### config.mk
export PLATFORM = sky130hd
export DESIGN_NAME = cnt_enable_irq_agg
export DESIGN_NICKNAME = d
export VERILOG_FILES = /design/src/rtl/cnt_irq_agg_pkg.sv /design/src/rtl/cnt_irq_src_slot.sv /design/src/rtl/cnt_irq_tally.sv /design/src/rtl/cnt_irq_vec_pick.sv /design/src/rtl/cnt_enable_irq_agg.sv
export SDC_FILE = /design/constraint.sdc
export NUM_CORES = 1
export LEC_CHECK = 0
export BUFFER_PORTS_ARGS = -buffer_cell sky130_fd_sc_hd__buf_2
export CAP_MARGIN = 20
export CORE_MARGIN = 2
export CORE_UTILIZATION = 45
export CTS_CLUSTER_DIAMETER = 120
export DETAILED_ROUTE_END_ITERATION = 8
export GPL_ROUTABILITY_DRIVEN = 1
export PLACE_DENSITY = 0.84
export SYNTH_ARGS = -nofsm -noshare
export SYNTH_HDL_FRONTEND = slang
export SYNTH_SLANG_ARGS = --single-unit
### constraint.sdc
create_clock -name clk -period 7 [get_ports clk]
set_clock_uncertainty 0.1 [all_clocks]
set_input_delay 1.05 -clock clk [delete_from_list [all_inputs] [get_ports clk]]
set_output_delay 1.05 -clock clk [all_outputs]
set_load 0.1 [all_outputs]
### src/rtl/cnt_irq_agg_pkg.sv
package cnt_irq_agg_pkg;
   localparam int unsigned MAX_SOURCES = 32;
   localparam int unsigned MASK_ALL    = 15;

   typedef enum logic [1:0] {
      EN_HOLD = 2'd0,
      EN_UP   = 2'd1,
      EN_DOWN = 2'd2
   } en_step_e;
endpackage

### src/rtl/cnt_irq_src_slot.sv
module cnt_irq_src_slot
   import cnt_irq_agg_pkg::*;
#(
   parameter int unsigned CNT_W = 3
) (
   input  logic             clk,
   input  logic             rst_n,
   input  logic             level,
   input  logic             grant,
   input  logic             revoke,
   input  logic [CNT_W-1:0] en_max,
   output logic             pend_q,
   output logic             pend_rise,
   output logic             pend_fall
);
   logic [CNT_W-1:0] cnt_q, cnt_d;
   logic             pend_d;
   en_step_e         step;

   always_comb begin
      step = EN_HOLD;
      if (grant && !revoke && (cnt_q < en_max))
         step = EN_UP;
      else if (revoke && !grant && (cnt_q != '0))
         step = EN_DOWN;
   end

   always_comb begin
      unique case (step)
         EN_UP:   cnt_d = cnt_q + 1'b1;
         EN_DOWN: cnt_d = cnt_q - 1'b1;
         default: cnt_d = cnt_q;
      endcase
   end

   assign pend_d    = level && (cnt_d == en_max);
   assign pend_rise = pend_d && !pend_q;
   assign pend_fall = !pend_d && pend_q;

   always_ff @(posedge clk or negedge rst_n) begin
      if (!rst_n) begin
         cnt_q  <= '0;
         pend_q <= 1'b0;
      end else begin
         cnt_q  <= cnt_d;
         pend_q <= pend_d;
      end
   end

   // the enable count never climbs past its maximum
   assert_cnt_saturates_R4: assert property (@(posedge clk) disable iff (!rst_n)
      cnt_q <= en_max);

   // a pending source is fully enabled
   assert_pend_enabled_R2: assert property (@(posedge clk) disable iff (!rst_n)
      pend_q |-> (cnt_q == en_max));
endmodule

### src/rtl/cnt_irq_tally.sv
module cnt_irq_tally #(
   parameter int unsigned N_SRC = 8,
   localparam int unsigned PW   = $clog2(N_SRC + 1)
) (
   input  logic             clk,
   input  logic             rst_n,
   input  logic [N_SRC-1:0] rise,
   input  logic [N_SRC-1:0] fall,
   output logic [PW-1:0]    count_q,
   output logic             irq_q
);
   logic [PW-1:0] n_up, n_dn, count_d;

   always_comb begin
      n_up = '0;
      n_dn = '0;
      for (int k = 0; k < int'(N_SRC); k++) begin
         n_up = n_up + PW'(rise[k]);
         n_dn = n_dn + PW'(fall[k]);
      end
      count_d = count_q + n_up - n_dn;
   end

   always_ff @(posedge clk or negedge rst_n) begin
      if (!rst_n) begin
         count_q <= '0;
         irq_q   <= 1'b0;
      end else begin
         count_q <= count_d;
         irq_q   <= (count_d != '0);
      end
   end

   // request and tally move together
   assert_irq_follows_tally_R8: assert property (@(posedge clk) disable iff (!rst_n)
      irq_q == (count_q != '0));

   // tally never exceeds the number of sources
   assert_no_overflow_R7: assert property (@(posedge clk) disable iff (!rst_n)
      count_q <= PW'(N_SRC));
endmodule

### src/rtl/cnt_irq_vec_pick.sv
module cnt_irq_vec_pick
   import cnt_irq_agg_pkg::*;
#(
   parameter int unsigned N_SRC = 8,
   parameter int unsigned VEC_W = 12
) (
   input  logic [N_SRC-1:0]       pend,
   input  logic [N_SRC*VEC_W-1:0] vec_tbl,
   input  logic [3:0]             imask,
   output logic                   valid,
   output logic [VEC_W-1:0]       vec
);
   logic             hit;
   logic [VEC_W-1:0] sel;

   always_comb begin
      hit = 1'b0;
      sel = '0;
      for (int k = int'(N_SRC) - 1; k >= 0; k--) begin
         if (pend[k]) begin
            hit = 1'b1;
            sel = vec_tbl[k*VEC_W +: VEC_W];
         end
      end
   end

   assign valid = hit && (imask != 4'(MASK_ALL));
   assign vec   = valid ? sel : '0;
endmodule

### src/rtl/cnt_enable_irq_agg.sv
module cnt_enable_irq_agg
   import cnt_irq_agg_pkg::*;
#(
   parameter int unsigned N_SRC = 8,
   parameter int unsigned VEC_W = 12,
   parameter int unsigned CNT_W = 3,
   localparam int unsigned PW   = $clog2(N_SRC + 1)
) (
   input  logic                   clk,
   input  logic                   rst_n,
   input  logic [N_SRC-1:0]       lvl_in,
   input  logic [N_SRC-1:0]       en_grant,
   input  logic [N_SRC-1:0]       en_revoke,
   input  logic [N_SRC*CNT_W-1:0] en_max_cfg,
   input  logic [N_SRC*VEC_W-1:0] vec_cfg,
   input  logic [3:0]             cpu_imask,
   output logic                   cpu_irq,
   output logic [PW-1:0]          pend_count,
   output logic                   vec_valid,
   output logic [VEC_W-1:0]       vec_out
);
   if (N_SRC < 1 || N_SRC > MAX_SOURCES) begin : g_bad_nsrc
      $error("N_SRC out of range");
   end
   if (VEC_W < 1 || CNT_W < 1) begin : g_bad_width
      $error("VEC_W and CNT_W must be positive");
   end

   logic [N_SRC-1:0] pend_vec, rise_vec, fall_vec;

   for (genvar i = 0; i < N_SRC; i++) begin : g_slot
      cnt_irq_src_slot #(.CNT_W(CNT_W)) u_slot (
         .clk       (clk),
         .rst_n     (rst_n),
         .level     (lvl_in[i]),
         .grant     (en_grant[i]),
         .revoke    (en_revoke[i]),
         .en_max    (en_max_cfg[i*CNT_W +: CNT_W]),
         .pend_q    (pend_vec[i]),
         .pend_rise (rise_vec[i]),
         .pend_fall (fall_vec[i])
      );
   end

   cnt_irq_tally #(.N_SRC(N_SRC)) u_tally (
      .clk     (clk),
      .rst_n   (rst_n),
      .rise    (rise_vec),
      .fall    (fall_vec),
      .count_q (pend_count),
      .irq_q   (cpu_irq)
   );

   cnt_irq_vec_pick #(.N_SRC(N_SRC), .VEC_W(VEC_W)) u_pick (
      .pend    (pend_vec),
      .vec_tbl (vec_cfg),
      .imask   (cpu_imask),
      .valid   (vec_valid),
      .vec     (vec_out)
   );

   // tally agrees with the per-source pending flags
   assert_tally_matches_R7: assert property (@(posedge clk) disable iff (!rst_n)
      pend_count == PW'($countones(pend_vec)));

   // an all-ones mask blocks the vector
   assert_mask_blocks_R10: assert property (@(posedge clk) disable iff (!rst_n)
      (cpu_imask == 4'hF) |-> !vec_valid);

   // an invalid vector reads as zero
   assert_idle_zero_R11: assert property (@(posedge clk) disable iff (!rst_n)
      !vec_valid |-> (vec_out == '0));
endmodule

* Word-level counts from Yosys, hierarchy flattened *
Index checks and enable logic that the tools add are counted.

cells by class
  add/subtract/negate cells = 32
  multiply operators = 0
  divide/modulo/power cells = 0
  magnitude comparators = 8
  equality and inequality tests = 25
  shift-type cells = 0
  mux-type cells = 41
  bitwise logic cells = 0
  reductions and logical operators = 98

operator list
  cell                                                                 number
  12-bit two-way mux                                                   9
  1-bit logical AND                                                    57
  4-bit by 1-bit adder with 4-bit output                               12
  3-bit one-hot mux with 2 select lines                                8
  1-bit zero test                                                      32
  2-bit two-way mux                                                    16
  3-bit by 1-bit adder with 3-bit output (second input constant)       8
  3-bit == test                                                        8
  3-bit < comparator                                                   8
  3-bit nonzero test                                                   8
  3-bit by 1-bit subtractor with 3-bit output (second input constant)  8
  2-bit by 1-bit == test with 1-bit output (second input constant)     8
  2-bit == test (second input constant)                                8
  1-bit two-way mux                                                    8
  1-bit by 1-bit adder with 2-bit output                               2
  4-bit adder                                                          1
  4-bit != test (second input constant)                                1
  4-bit nonzero test                                                   1
  4-bit subtractor                                                     1

storage, ports and cells
  flip-flop bits (word level) = 37
  bits in latches = 0
  memory bits (writable) = 0
  memory bits (read-only) = 0
  bits of input ports = 150
  output and inout bits = 18
  logic and storage cells = 222
  memories kept = 0

* Longest topological paths before layout *
Gate-level depths: netlist of the first run.

  depth in word-level cells = 20
  depth in mapped cells = 23
  depth with buffers taken out = 23

* By module *
From an unflattened synthesis of the first run, not the netlist that was laid out.

second synthesis, totals
  cell total of the unflattened synthesis = 422
  area total of the unflattened synthesis = 4172.8 µm²

modules (own cells, without submodules)
  module                                    instances  cells an instance  area an instance (µm²)
  cnt_irq_src_slot at g_slot[0].u_slot ...  6          36                 351.6
  cnt_irq_vec_pick                          1          103                845.8
  cnt_irq_src_slot at g_slot[5].u_slot ...  2          28                 339.1
  cnt_irq_tally                             1          47                 539.3

* Worst setup path before layout of the first run *
Ideal clock, no wire load.

  path type = input port to flip-flop
  start = in en_grant[0]
  end = reg u_tally.irq_q
  library setup time = 0.139 ns
  arrival time = 6.577 ns
  data required time = 6.761 ns
  slack = 0.185 ns
  stages on the path = 23
  path buffers = 0
  path through = inv_1 > o311ai_1 > inv_1 > fa_1 > mux2i_1 > xor2_1 > xnor2_1 > o31a_1 > ha_1 > fa_1 > inv_1 > fa_1 > fa_1 > inv_1 > fa_1 > inv_1 > fa_1 > ha_1 > fa_1 > xnor2_1 > xnor2_1 > xnor2_1 > or4_1

on the way
  longest elaborated chain between the ends = 20

RTL lines
  what                                                                                              line                                            text
  start: declaration                                                                                cnt_enable_irq_agg.sv:12                        input logic [N_SRC-1:0] en_grant,
  1-bit zero test                                                                                   cnt_irq_src_slot.sv:24                          else if (revoke && !grant && (cnt_q != '0))
  1-bit logical AND (2 in a row)                                                                    cnt_irq_src_slot.sv:24
  2-bit two-way mux                                                                                 cnt_irq_src_slot.sv:24
  2-bit two-way mux (*)                                                                             cnt_irq_src_slot.sv:22                          if (grant && !revoke && (cnt_q < en_max))
  2-bit == test or 2-bit by 1-bit == test with 1-bit output (tied branches)                         cnt_irq_src_slot.sv:29                          unique case (step)
  3-bit one-hot mux with 2 select lines (*)                                                         cnt_irq_src_slot.sv:29
  net g_slot[0].u_slot.cnt_d[2]                                                                     cnt_irq_src_slot.sv:16                          logic [CNT_W-1:0] cnt_q, cnt_d;
  3-bit == test (*)                                                                                 cnt_irq_src_slot.sv:36                          assign pend_d = level && (cnt_d == en_max);
  1-bit logical AND (*)                                                                             cnt_irq_src_slot.sv:36
  1-bit logical AND or 1-bit zero test (tied branches)                                              cnt_irq_src_slot.sv:37, cnt_irq_src_slot.sv:38
  1-bit by 1-bit adder with 2-bit output or 1-bit logical AND (tied branches)                       cnt_irq_tally.sv:18, cnt_irq_src_slot.sv:38
  4-bit by 1-bit adder with 4-bit output or 1-bit by 1-bit adder with 2-bit output (tied branches)  cnt_irq_tally.sv:18, cnt_irq_tally.sv:19
  4-bit by 1-bit adder with 4-bit output (on tied branches) (5 in a row)                            cnt_irq_tally.sv:18, cnt_irq_tally.sv:19
  4-bit adder or 4-bit by 1-bit adder with 4-bit output (tied branches)                             cnt_irq_tally.sv:21, cnt_irq_tally.sv:19
  4-bit subtractor (*)                                                                              cnt_irq_tally.sv:21                             count_d = count_q + n_up - n_dn;
  net u_tally.count_d[3]                                                                            cnt_irq_tally.sv:12                             logic [PW-1:0] n_up, n_dn, count_d;
  4-bit nonzero test (*)                                                                            cnt_irq_tally.sv:30                             irq_q <= (count_d != '0);
  end signal: assignment                                                                            cnt_irq_tally.sv:30
  end: declaration                                                                                  cnt_irq_tally.sv:10                             output logic irq_q

The timed path passes the listed nets; every way through them passes the cells marked *.

* Final worst setup path of the first run *
  start = in en_max_cfg[4]
  end = reg u_tally.irq_q

on the way
  longest elaborated chain between the ends = 18

RTL lines
  what                                                                                              line                                            text
  start: declaration                                                                                cnt_enable_irq_agg.sv:14                        input logic [N_SRC*CNT_W-1:0] en_max_cfg,
  3-bit < comparator (*)                                                                            cnt_irq_src_slot.sv:22
  1-bit logical AND (*)                                                                             cnt_irq_src_slot.sv:22
  2-bit two-way mux (*)                                                                             cnt_irq_src_slot.sv:22
  2-bit == test or 2-bit by 1-bit == test with 1-bit output (tied branches)                         cnt_irq_src_slot.sv:29
  3-bit one-hot mux with 2 select lines (*)                                                         cnt_irq_src_slot.sv:29
  net g_slot[1].u_slot.cnt_d[2]                                                                     cnt_irq_src_slot.sv:16
  3-bit == test (*)                                                                                 cnt_irq_src_slot.sv:36
  1-bit logical AND (*)                                                                             cnt_irq_src_slot.sv:36
  1-bit logical AND or 1-bit zero test (tied branches)                                              cnt_irq_src_slot.sv:37, cnt_irq_src_slot.sv:38
  1-bit by 1-bit adder with 2-bit output or 1-bit logical AND (tied branches)                       cnt_irq_tally.sv:18, cnt_irq_src_slot.sv:38
  4-bit by 1-bit adder with 4-bit output or 1-bit by 1-bit adder with 2-bit output (tied branches)  cnt_irq_tally.sv:18, cnt_irq_tally.sv:19
  4-bit by 1-bit adder with 4-bit output (on tied branches) (5 in a row)                            cnt_irq_tally.sv:18, cnt_irq_tally.sv:19
  4-bit adder or 4-bit by 1-bit adder with 4-bit output (tied branches)                             cnt_irq_tally.sv:21, cnt_irq_tally.sv:19
  4-bit subtractor (*)                                                                              cnt_irq_tally.sv:21
  net u_tally.count_d[3]                                                                            cnt_irq_tally.sv:12
  4-bit nonzero test (*)                                                                            cnt_irq_tally.sv:30

Marks and branches as above.

==> results.json, run 1 <==
{
  "synth_area_leaders": "dfrtp_1, fa_1, ha_1",
  "place.gp.congestion": 0.9286,
  "synth-edff-count": 0,
  "pin_count": 168,
  "fp.dieW_um": 99.62,
  "drive_gt1_share_pct": 36.32,
  "start_util_pct": 46.72,
  "yosys_warnings": 0,
  "fin_ws_ns": 0.1094,
  "route.vias.total": 4245,
  "hold_violations": 0,
  "post-route-period-util_pct": 98.44,
  "grt.overflow.total": 0,
  "cp_max_fo": 2,
  "hp-class": "reg -> reg",
  "fillCellCount": 726,
  "firstDrtPassIters": 5,
  "synth_area_sq_um": 4114,
  "syn_area_per_cell_sq_um": 8.661,
  "nets": 840,
  "crit_path_cell_trace": "buf_8, inv_4, ha_4, o21ai_2, o211ai_1, mux2i_2, xor2_2, xnor2_4, o31a_1, ha_1, fa_1, inv_2, fa_1, fa_2, inv_2, fa_2, inv_2, fa_1, ha_2, fa_2, xnor2_2, xnor2_1, xnor2_1, or4_1",
  "die_h_um": 99.62,
  "core.rowCount": 34,
  "grt_usage_pct": 25.03,
  "dieArea_sq_um": 9923,
  "grt_max_degree": 38,
  "synth_top_area_share_pct": 22.51,
  "worstSetupStartpointType": "input pin",
  "portBuffers": 167,
  "cts.path.max_buffers": 2,
  "cp.required_ns": 7.06,
  "syn_nets": 669,
  "cts.sinks": 37,
  "endpoint_kind": "flop",
  "areaGrowthSynthToFinish_pct": 32.48,
  "finalNonFillerCells": 756,
  "grt_first_pass_wirelength_mm": 19.96,
  "grt_util_met2_pct": 48.75,
  "use_met1_pct": 27.73,
  "crit_slowest_cell": "fa_2",
  "holdBufCountCts": 0,
  "max_stage_delay_ns": 0.54,
  "root_buffer": "clkbuf_8",
  "crit_type": "in -> reg",
  "ant_nets": 0,
  "post-route-drc-count": 0,
  "cp_num_buf_inv": 5,
  "synth.largest_area_cell": "dfrtp_1",
  "wirelength_mm": 12.63,
  "cts_tree": "done",
  "status": "finished, final reports clean",
  "dp.final_hpwl_mm": 10.31,
  "yosysUniqueCellTypes": 54,
  "max_cap_viol_count": 0,
  "core_area_sq_um": 8806,
  "slew_headroom_pct": 37.57,
  "grt_pass1_vias": 4297,
  "numPlacedInstances": 743,
  "synth_ff_type": "dfrtp_1",
  "slew_viol_final": 0,
  "clock_latency_ns": 0.29,
  "setup_viol": 0,
  "drt_iter0_drc": 195,
  "grt_setup_unrepaired": "yes",
  "worst_slew_pin_slew_ns": 0.9365,
  "cp_top_family": "adder cells",
  "fmax_ghz": 0.1451,
  "cts_buffers": 5,
  "wl_per_cell_um": 16.71,
  "ys_ff_latch": 37,
  "place_ws_ns": -0.2435,
  "htree_num_levels": 2,
  "fin_crit_ns": 6.891,
  "syn_inst": 475,
  "viasPerCell": 5.615,
  "async_reset_ff_share_pct": 100.0,
  "arrival_ns": 6.96,
  "gr-max-usage-layer": "met2",
  "clk_pin_slew_worst_paths_ns": 0.07,
  "antenna_found_initial": 2,
  "met3_usage_pct": 3.795,
  "seq_area_frac_synth_pct": 22.51
}
-- repair_timing --
action | 4_1_cts | 5_1_grt
setup buffers | 0 | 5
endpoints found under the setup margin | 0 | 1
gates resized for setup | 0 | 53
-- sequential cells by signal (all words and copies together), names as in the netlist --
register / flops
g_slot.u_slot.cnt_q: 24
g_slot.u_slot.pend_q: 8
u_tally.count_q: 4
u_tally.irq_q: 1
-- through the flow --
step | setup TNS [ns] | util [%] | cell area (sq um) | hold WS (ns)
finish | 0 | 61.89 | 5450 | 0.4520
floorplan | 0 | - | 4114 | 0.3954
global route | -0.1090 | 61.89 | 5450 | 0.4822
detailed placement | -0.2435 | 57.97 | 5105 | 0.4379
global placement | -0.04101 | 57.97 | 5105 | 0.4195
CTS | 0 | 59.12 | 5206 | 0.4530
-- worst paths after layout --
| check | startpoint | endpoint | slack [ns] | cells after the start |
|---|---|---|---|---|
| min in group asynchronous | rst_n | g_slot[3].u_slot.cnt_q[0]$_DFF_PN0_ | 0.76 | 1 |
| worst max register to register | g_slot[1].u_slot.cnt_q[0]$_DFF_PN0_ | u_tally.irq_q$_DFF_PN0_ | 0.24 | 22 |
| max in group asynchronous | rst_n | g_slot[1].u_slot.pend_q$_DFF_PN0_ | 5.51 | 1 |
| worst min-delay path | g_slot[4].u_slot.cnt_q[2]$_DFF_PN0_ | g_slot[4].u_slot.cnt_q[2]$_DFF_PN0_ | 0.45 | 1 |
| worst max-delay path | en_max_cfg[4] | u_tally.irq_q$_DFF_PN0_ | 0.11 | 24 |
| worst min register to register | g_slot[4].u_slot.cnt_q[2]$_DFF_PN0_ | g_slot[4].u_slot.cnt_q[2]$_DFF_PN0_ | 0.45 | 1 |
-- synthesized netlist by cell type (3+ instances only) --
cell and count:
inv_1 70, dfrtp_1 37, a21oi_1 34, nor2_1 27
ha_1 24, nand2_1 24, fa_1 20, xnor2_1 19
clkbuf_1 18, o21ai_0 16, xor2_1 16, mux2i_1 15
a221o_1 11, o211ai_1 11, nand2b_1 10, o22ai_1 9
nand3_1 8, nor3_1 8, a2bb2oi_1 7, a22oi_1 6
nor3b_1 6, xnor3_1 6, a221oi_1 5, a31oi_1 5
and2_1 5, and3_1 5, nand4_1 5, o31ai_1 5
o311ai_0 4, nor2b_1 3, o31a_1 3, or4_1 3
-- cell families after synthesis --
group,share of synthesized area [%]
AOI/OAI and AO/OA,22.26
and+or+nand+nor,14.45
DFF,22.51
buffers and inverters,8.455
muxes,3.923
adders and majority gates,17.03
xor gates and xnor gates,11.37
-- final cells by class --
type                    instances  area, sq um  share of cell area (%)
well taps                     108        135.1                   2.479
flip-flops and latches         37        925.9                   16.99
clock inverters                 1        5.005                 0.09183
clock buffers                   7        96.34                   1.768
multi-input cells             346         3002                   55.07
repair buffers                184         1011                   18.55
diodes                          1        2.502                 0.04591
inverters                      72        272.8                   5.005
-- layer usage --
metal / up-vias / share of wire [%]
met5: - / 0.13
met1: 2010 / 38
met2: 177 / 53
li1: 2028 / -
met3: 28 / 6.5
met4: 2 / 2.5
-- cells in the final DEF (no fill, tap or decap), types with 3 or more instances in the layout --
cell       count
fa_1          14
nand2b_1      10
and2_1         5
o211ai_1      11
a31oi_1        5
o22ai_1        9
inv_2         12
mux2i_1       13
fa_2           6
a221o_1       11
ha_4           3
nand2_1       23
nor2b_1        3
nor3_1         8
nand4_1        5
xnor3_1        6
xnor2_1       16
o21ai_0       13
buf_2        160
o31ai_1        5
a2bb2oi_1      7
clkbuf_8       7
ha_1          20
and3_1         5
buf_6          6
nand3_1        8
a22oi_1        6
nor2_1        27
o31a_1         3
dfrtp_1       37
buf_4         17
nor3b_1        6
xor2_1        15
a21oi_1       34
a221oi_1       5
inv_1         57
Power of run 1 is not shown: default switching activity piles up to over one toggle a cycle in this logic, so the estimate is an artifact.
==> run 2: changes to the inputs <==
Settings changed: ABC_AREA set to 1, CAP_MARGIN 20 to unset, CELL_PAD_IN_SITES_DETAIL_PLACEMENT set to 0, CELL_PAD_IN_SITES_GLOBAL_PLACEMENT set to 1, CORE_UTILIZATION 45 to 35, PLACE_DENSITY 0.84 to 0.92.
==> results.json, run 2 <==
{
  "status": "finished, final reports clean",
  "grt_max_degree": 38,
  "sw_frac_of_total_pct": 58.93,
  "crit_type": "in -> reg",
  "max_cap_viol_count": 0,
  "core.rowCount": 41,
  "nets": 1041,
  "post-route-drc-count": 0,
  "p_sw_mw": 1.566,
  "clk_pin_slew_worst_paths_ns": 0.06,
  "cp.required_ns": 7.06,
  "ys_ff_latch": 37,
  "antenna_cells": 0,
  "core_area_sq_um": 12570,
  "setup_tns_ns": 0,
  "synth_ff_type": "dfrtp_1",
  "p_leak_nw": 3.219,
  "dieArea_sq_um": 13760,
  "grt_pass1_vias": 4641,
  "reg_top3": "g_slot.u_slot.cnt_q x24, g_slot.u_slot.pend_q x8, u_tally.count_q x4",
  "fp.dieW_um": 117.3,
  "yosysUniqueCellTypes": 31,
  "r2r_slack_ns": 1.14,
  "viasPerCell": 4.829,
  "cts.path.max_buffers": 2,
  "yosysMostFrequentCell": "nand2_1",
  "worst_slew_pin_slew_ns": 1.158,
  "final_cell_mix": "nand2_1, buf_2, inv_1",
  "synth_compound_area_share_pct": 14.40,
  "hold_violations": 0,
  "synth_area_sq_um": 4493,
  "hp-class": "reg -> reg",
  "synth_top_area_share_pct": 20.61,
  "peakVddDrop_mv": 0.2546,
  "worstSetupStartpointType": "input pin",
  "start_util_pct": 35.75,
  "yosys_warnings": 0,
  "wl_per_cell_um": 13.49,
  "synth.largest_area_cell": "dfrtp_1",
  "firstDrtPassIters": 5,
  "comb_power_share_pct": 74.6,
  "cts.sinks": 37,
  "antenna_found_initial": 0,
  "post-cts-setup-buffers": 0,
  "endpoint_kind": "flop",
  "syn_inst": 683,
  "drt_iter0_drc": 172,
  "synth-edff-count": 0,
  "multi_input_area_sq_um": 3054,
  "power_density_nw_per_um2": 471.6,
  "dp.final_hpwl_mm": 11.46,
  "grt_setup_unrepaired": "no",
  "fin_ws_ns": 0.8144,
  "fillCellCount": 1321,
  "post_cts_resized": 0,
  "worst-r2r-cell-count": 25,
  "ant_nets": 0,
  "crit_top_cell": "fa_1",
  "seq_area_frac_synth_pct": 20.61,
  "fmax_ghz": 0.1617,
  "pin_count": 168,
  "route.vias.total": 4926,
  "grt_first_pass_wirelength_mm": 22.31,
  "setup_viol": 0,
  "crit_slowest_cell": "fa_1",
  "ff_latch_area_sq_um": 925.9,
  "pwr-share-seq_pct": 17.1,
  "place_ws_ns": 0.5365,
  "power.internal_mw": 1.091,
  "hold_depth": 1,
  "syn_nets": 877,
  "post-route-period-util_pct": 88.37,
  "root_buffer": "clkbuf_16",
  "synth_area_leaders": "dfrtp_1, nand2_1, nand3_1",
  "cp_num_buf_inv": 6,
  "cp_max_fo": 6,
  "p_total_mw": 2.658,
  "grt.overflow.total": 0,
  "slew_viol_final": 0,
  "min_to": "u_tally.count_q[0]$_DFF_PN0_",
  "clkPwrFrac_pct": 8.3,
  "synth.top_cells.by_count": "nand2_1, inv_1, nand3_1, o21ai_0, dfrtp_1",
  "r2r-start": "g_slot[0].u_slot.cnt_q[0]$_DFF_PN0_",
  "syn_area_per_cell_sq_um": 6.578,
  "holdBufCountCts": 0,
  "portBuffers": 167,
  "synth_fa_ha_area_share_pct": 15.59,
  "cts_buffers": 5,
  "htree_num_levels": 2,
  "place.gp.congestion": 0.8650,
  "clock_latency_ns": 0.28,
  "cts_tree": "done",
  "synthMuxAreaShare_pct": 0,
  "cp_top_family": "adder cells",
  "utilization_pct": 44.84,
  "timing.rr.end": "u_tally.irq_q$_DFF_PN0_",
  "synth_top_family_by_area": "simple AND/OR/NAND/NOR gates",
  "arrival_ns": 6.25,
  "hp-start": "u_tally.count_q[0]$_DFF_PN0_",
  "synthSimpleGateAreaFrac_pct": 37.20,
  "fin_crit_ns": 6.186,
  "die_h_um": 117.3,
  "drive_gt1_share_pct": 27.83,
  "slew_headroom_pct": 22.50,
  "grt_usage_pct": 20.02,
  "max_stage_delay_ns": 0.54,
  "synth_xor_area_share_pct": 0.7797,
  "async_reset_ff_share_pct": 100.0,
  "top_register": "g_slot.u_slot.cnt_q",
  "wirelength_mm": 13.76,
  "areaGrowthSynthToFinish_pct": 25.42,
  "largest_register_ffs": 24
}
==> run 2: changes by cell type in the layout (fill, tap and decap cells not counted), sizes merged, moves of 16 or more <==
cell   previous run  this run
nand3             8        96
inv              70       122
nor2             27        46
o21ai            16        43
nand2            24       195
buf             184       168
xnor2            19         2
==> run 2: layout make-up <==
| type | instances | share of cell area, % |
|---|---|---|
| clock buffers | 6 | 2.287 |
| clock inverters | 2 | 0.1776 |
| inverters | 122 | 8.126 |
| multi-input cells | 513 | 54.20 |
| flip-flops and latches | 37 | 16.43 |
| well taps | 172 | 3.819 |
| repair buffers | 168 | 14.96 |
==> run 2: through the flow <==
step	hold WS, ns	area, sq um	cells
after floorplan	0.4068	4493	683
after global placement	0.4475	5497	1012
after detailed placement	0.4517	5497	1012
after CTS	0.4634	5635	1020
after global routing	0.4969	5635	1020
final	0.4623	5635	1020
==> run 2: power groups by stage <==
stage	logic, mW	clock network [mW]	registers, mW
2_1_floorplan	1.52	0	0.506
4_1_cts	2.01	0.228	0.456
3_5_place_dp	2.00	0	0.457
5_1_grt	2.26	0.239	0.474
3_3_place_gp	1.94	0	0.458
6_report	1.98	0.220	0.455
==> run 2: logic make-up after synthesis <==
group                    count (synthesis)
AND/OR/NAND/NOR                        355
buffers and inverters                  133
flip-flops                              37
adder cells (fa/ha/maj)                 44
AO/OA/AOI/OAI                          110
XOR/XNOR                                 4
==> run 2: worst max-delay path by stage <==
| stage | startpoint | endpoint | slack (ns) | cells past startpoint |
|---|---|---|---|---|
| final | en_revoke[0] | u_tally.irq_q$_DFF_PN0_ | 0.81 | 26 |
| after detailed placement | en_revoke[0] | u_tally.irq_q$_DFF_PN0_ | 0.54 | 26 |
| after global placement | en_grant[0] | u_tally.irq_q$_DFF_PN0_ | 0.61 | 24 |
| after CTS | en_revoke[0] | u_tally.irq_q$_DFF_PN0_ | 0.79 | 26 |
| after global routing | en_revoke[0] | u_tally.irq_q$_DFF_PN0_ | 0.49 | 25 |
| after floorplan | en_revoke[0] | u_tally.irq_q$_DFF_PN0_ | 0.92 | 24 |
==> run 2: per-layer routing <==
layer | track usage (%) | vias to the layer above | wire length (um)
met1 | 23.52 | 2156 | 5743
met5 | 0 | - | 0
met4 | 8.509 | 0 | 557
met3 | 3.940 | 32 | 860
li1 | - | 2555 | -
met2 | 35.49 | 183 | 6601
(Power assumes the default switching activity.)
==> run 3: changes to the inputs <==
Clock period 7 ns to 5.8 ns, I/O delays scaled along.
==> results.json, run 3 (synthesis gave the netlist of run 2 again) <==
{
  "final_cell_area_sq_um": 6000,
  "drive_gt1_share_pct": 33.03,
  "die_h_um": 117.3,
  "peakVddDrop_mv": 0.3219,
  "min_to": "g_slot[3].u_slot.cnt_q[2]$_DFF_PN0_",
  "cts_buffers": 5,
  "cp_max_fo": 5,
  "post-route-drc-count": 0,
  "pwr-share-seq_pct": 15.8,
  "holdBufCountCts": 0,
  "worstSetupStartpointType": "input pin",
  "max_cap_viol_count": 0,
  "post-route-period-util_pct": 97.31,
  "ant_nets": 0,
  "hold_violations": 0,
  "wl_per_cell_um": 13.19,
  "nets": 1078,
  "timing.hold.ws_ns": 0.4794,
  "clk_pin_slew_worst_paths_ns": 0.06,
  "comb_power_share_pct": 76.1,
  "setup_tns_ns": 0,
  "sw_frac_of_total_pct": 57.30,
  "worst_slew_pin_slew_ns": 1.088,
  "clkPwrFrac_pct": 8.1,
  "grt_pass1_vias": 4990,
  "worst-r2r-cell-count": 22,
  "start_util_pct": 35.75,
  "wirelength_mm": 13.93,
  "power_density_nw_per_um2": 568.2,
  "endpoint_kind": "flop",
  "p_sw_mw": 1.953,
  "largest_register_ffs": 24,
  "hold_depth": 2,
  "grt_first_pass_wirelength_mm": 22.78,
  "cp_top_family": "adder cells",
  "final_cell_mix": "buf_2, nand2_1, inv_1",
  "clock_latency_ns": 0.28,
  "dp.final_hpwl_mm": 11.40,
  "layout_commonest_cell": "buf_2",
  "setup_viol": 0,
  "wl_met3_um": 806,
  "cts_tree": "done",
  "core.rowCount": 41,
  "fp.dieW_um": 117.3,
  "power.internal_mw": 1.456,
  "hp-class": "reg -> reg",
  "portBuffers": 167,
  "grt_setup_unrepaired": "yes",
  "crit_type": "in -> reg",
  "arrival_ns": 5.71,
  "top_layer": "met4",
  "slew_headroom_pct": 27.17,
  "drt_iter0_drc": 166,
  "slew_viol_final": 0,
  "fmax_ghz": 0.1772,
  "root_buffer": "clkbuf_16",
  "grt_usage_pct": 20.23,
  "grt_max_degree": 38,
  "htree_num_levels": 2,
  "crit_slowest_cell": "fa_1",
  "cp_num_buf_inv": 3,
  "finalNonFillerCells": 1056,
  "status": "finished, final reports clean",
  "place.gp.congestion": 0.8874,
  "reg_top3": "g_slot.u_slot.cnt_q x24, g_slot.u_slot.pend_q x8, u_tally.count_q x4",
  "cp.required_ns": 5.87,
  "r2r-start": "g_slot[1].u_slot.cnt_q[1]$_DFF_PN0_",
  "grt.overflow.total": 0,
  "crit_path_cell_trace": "buf_2, inv_1, ha_1, a21oi_2, nand3_4, nand2_4, nand2_1, nand3b_1, nand3_2, nor2_4, a21oi_1, ha_1, fa_1, inv_1, fa_2, fa_1, fa_1, fa_1, ha_2, fa_2, nor3_2, nand2_1",
  "met2_length_mm": 6.813,
  "firstDrtPassIters": 5,
  "timing.rr.end": "u_tally.irq_q$_DFF_PN0_",
  "crit_top_cell": "fa_1",
  "fin_crit_ns": 5.644,
  "cts.path.max_buffers": 2,
  "drt-met1-wl_mm": 5.903,
  "dieArea_sq_um": 13760,
  "placed_area_sq_um": 5789,
  "r2r_slack_ns": 0.34,
  "core_area_sq_um": 12570,
  "max_stage_delay_ns": 0.50,
  "cts.sinks": 37,
  "top_register": "g_slot.u_slot.cnt_q",
  "viasPerCell": 4.859,
  "antenna_found_initial": 0,
  "areaGrowthSynthToFinish_pct": 33.53,
  "pin_count": 168,
  "hp-start": "g_slot[3].u_slot.cnt_q[2]$_DFF_PN0_",
  "antenna_cells": 0,
  "numPlacedInstances": 1049,
  "p_leak_nw": 3.389,
  "route.vias.total": 5131
}
run 3: worst max path at each step:
stage | startpoint | end | depth (start not counted)
detailed placement | en_max_cfg[5] | u_tally.irq_q$_DFF_PN0_ | 22
floorplan | en_revoke[0] | u_tally.irq_q$_DFF_PN0_ | 22
global placement | en_max_cfg[5] | u_tally.irq_q$_DFF_PN0_ | 22
CTS | en_max_cfg[5] | u_tally.irq_q$_DFF_PN0_ | 24
global route | en_grant[0] | u_tally.irq_q$_DFF_PN0_ | 22
finish | en_max_cfg[2] | u_tally.irq_q$_DFF_PN0_ | 22
run 3: repair_timing:
action                                  4_1_cts  5_1_grt
endpoints found under the setup margin        1        2
gates resized for setup                       3       11
cloned                                        0        0
pin swaps                                     8        3
setup buffers                                 0        0
run 3: per-stage QoR:
step           util (%)  total power [mW]  setup slack (ns)
2_1_floorplan         -             2.446         0.0003646
3_3_place_gp      46.06             2.985           -0.1948
3_5_place_dp      46.06             3.031           -0.3558
4_1_cts           47.32             3.372           0.03360
5_1_grt           47.74             3.758          -0.03628
6_report          47.74             3.409            0.1558
run 3: power groups by stage:
stage	registers [mW]	clock network, mW	logic (mW)
floorplan	0.611	0	1.83
global placement	0.543	0	2.44
detailed placement	0.541	0	2.49
CTS	0.539	0.285	2.55
global route	0.560	0.295	2.90
finish	0.539	0.275	2.60
run 3: final cells by class:
class                      count  area (sq um)
inverter                     122         457.9
clock buffer                   6         138.9
timing repair buffer         205          1121
sequential                    37         925.9
clock inverter                 1         7.507
tap                          172         215.2
multi-input combinational    513          3133
fill                        1312          6569
run 3: worst register-to-register path: stages, from the launching register on:
cell and delay, ns:
dfrtp_1 0.45, nor2_1 0.12, nand2_1 0.08, nand2_2 0.08
inv_2 0.04, fa_2 0.53, inv_1 0.05, nand2_1 0.06
nand3_1 0.07, nand3_1 0.10, nor2_2 0.05, a21oi_2 0.14
ha_1 0.26, fa_1 0.49, inv_1 0.06, fa_2 0.39
fa_1 0.48, fa_1 0.50, fa_1 0.50, ha_2 0.18
fa_2 0.45, nor3_2 0.13, nand2_1 0.07
run 3: routing by layer:
| metal | vias up | track usage [%] |
|---|---|---|
| li1 | 2628 | - |
| met1 | 2312 | 24.09 |
| met2 | 167 | 36.66 |
| met3 | 24 | 3.356 |
| met4 | 0 | 7.078 |
| met5 | - | 0 |
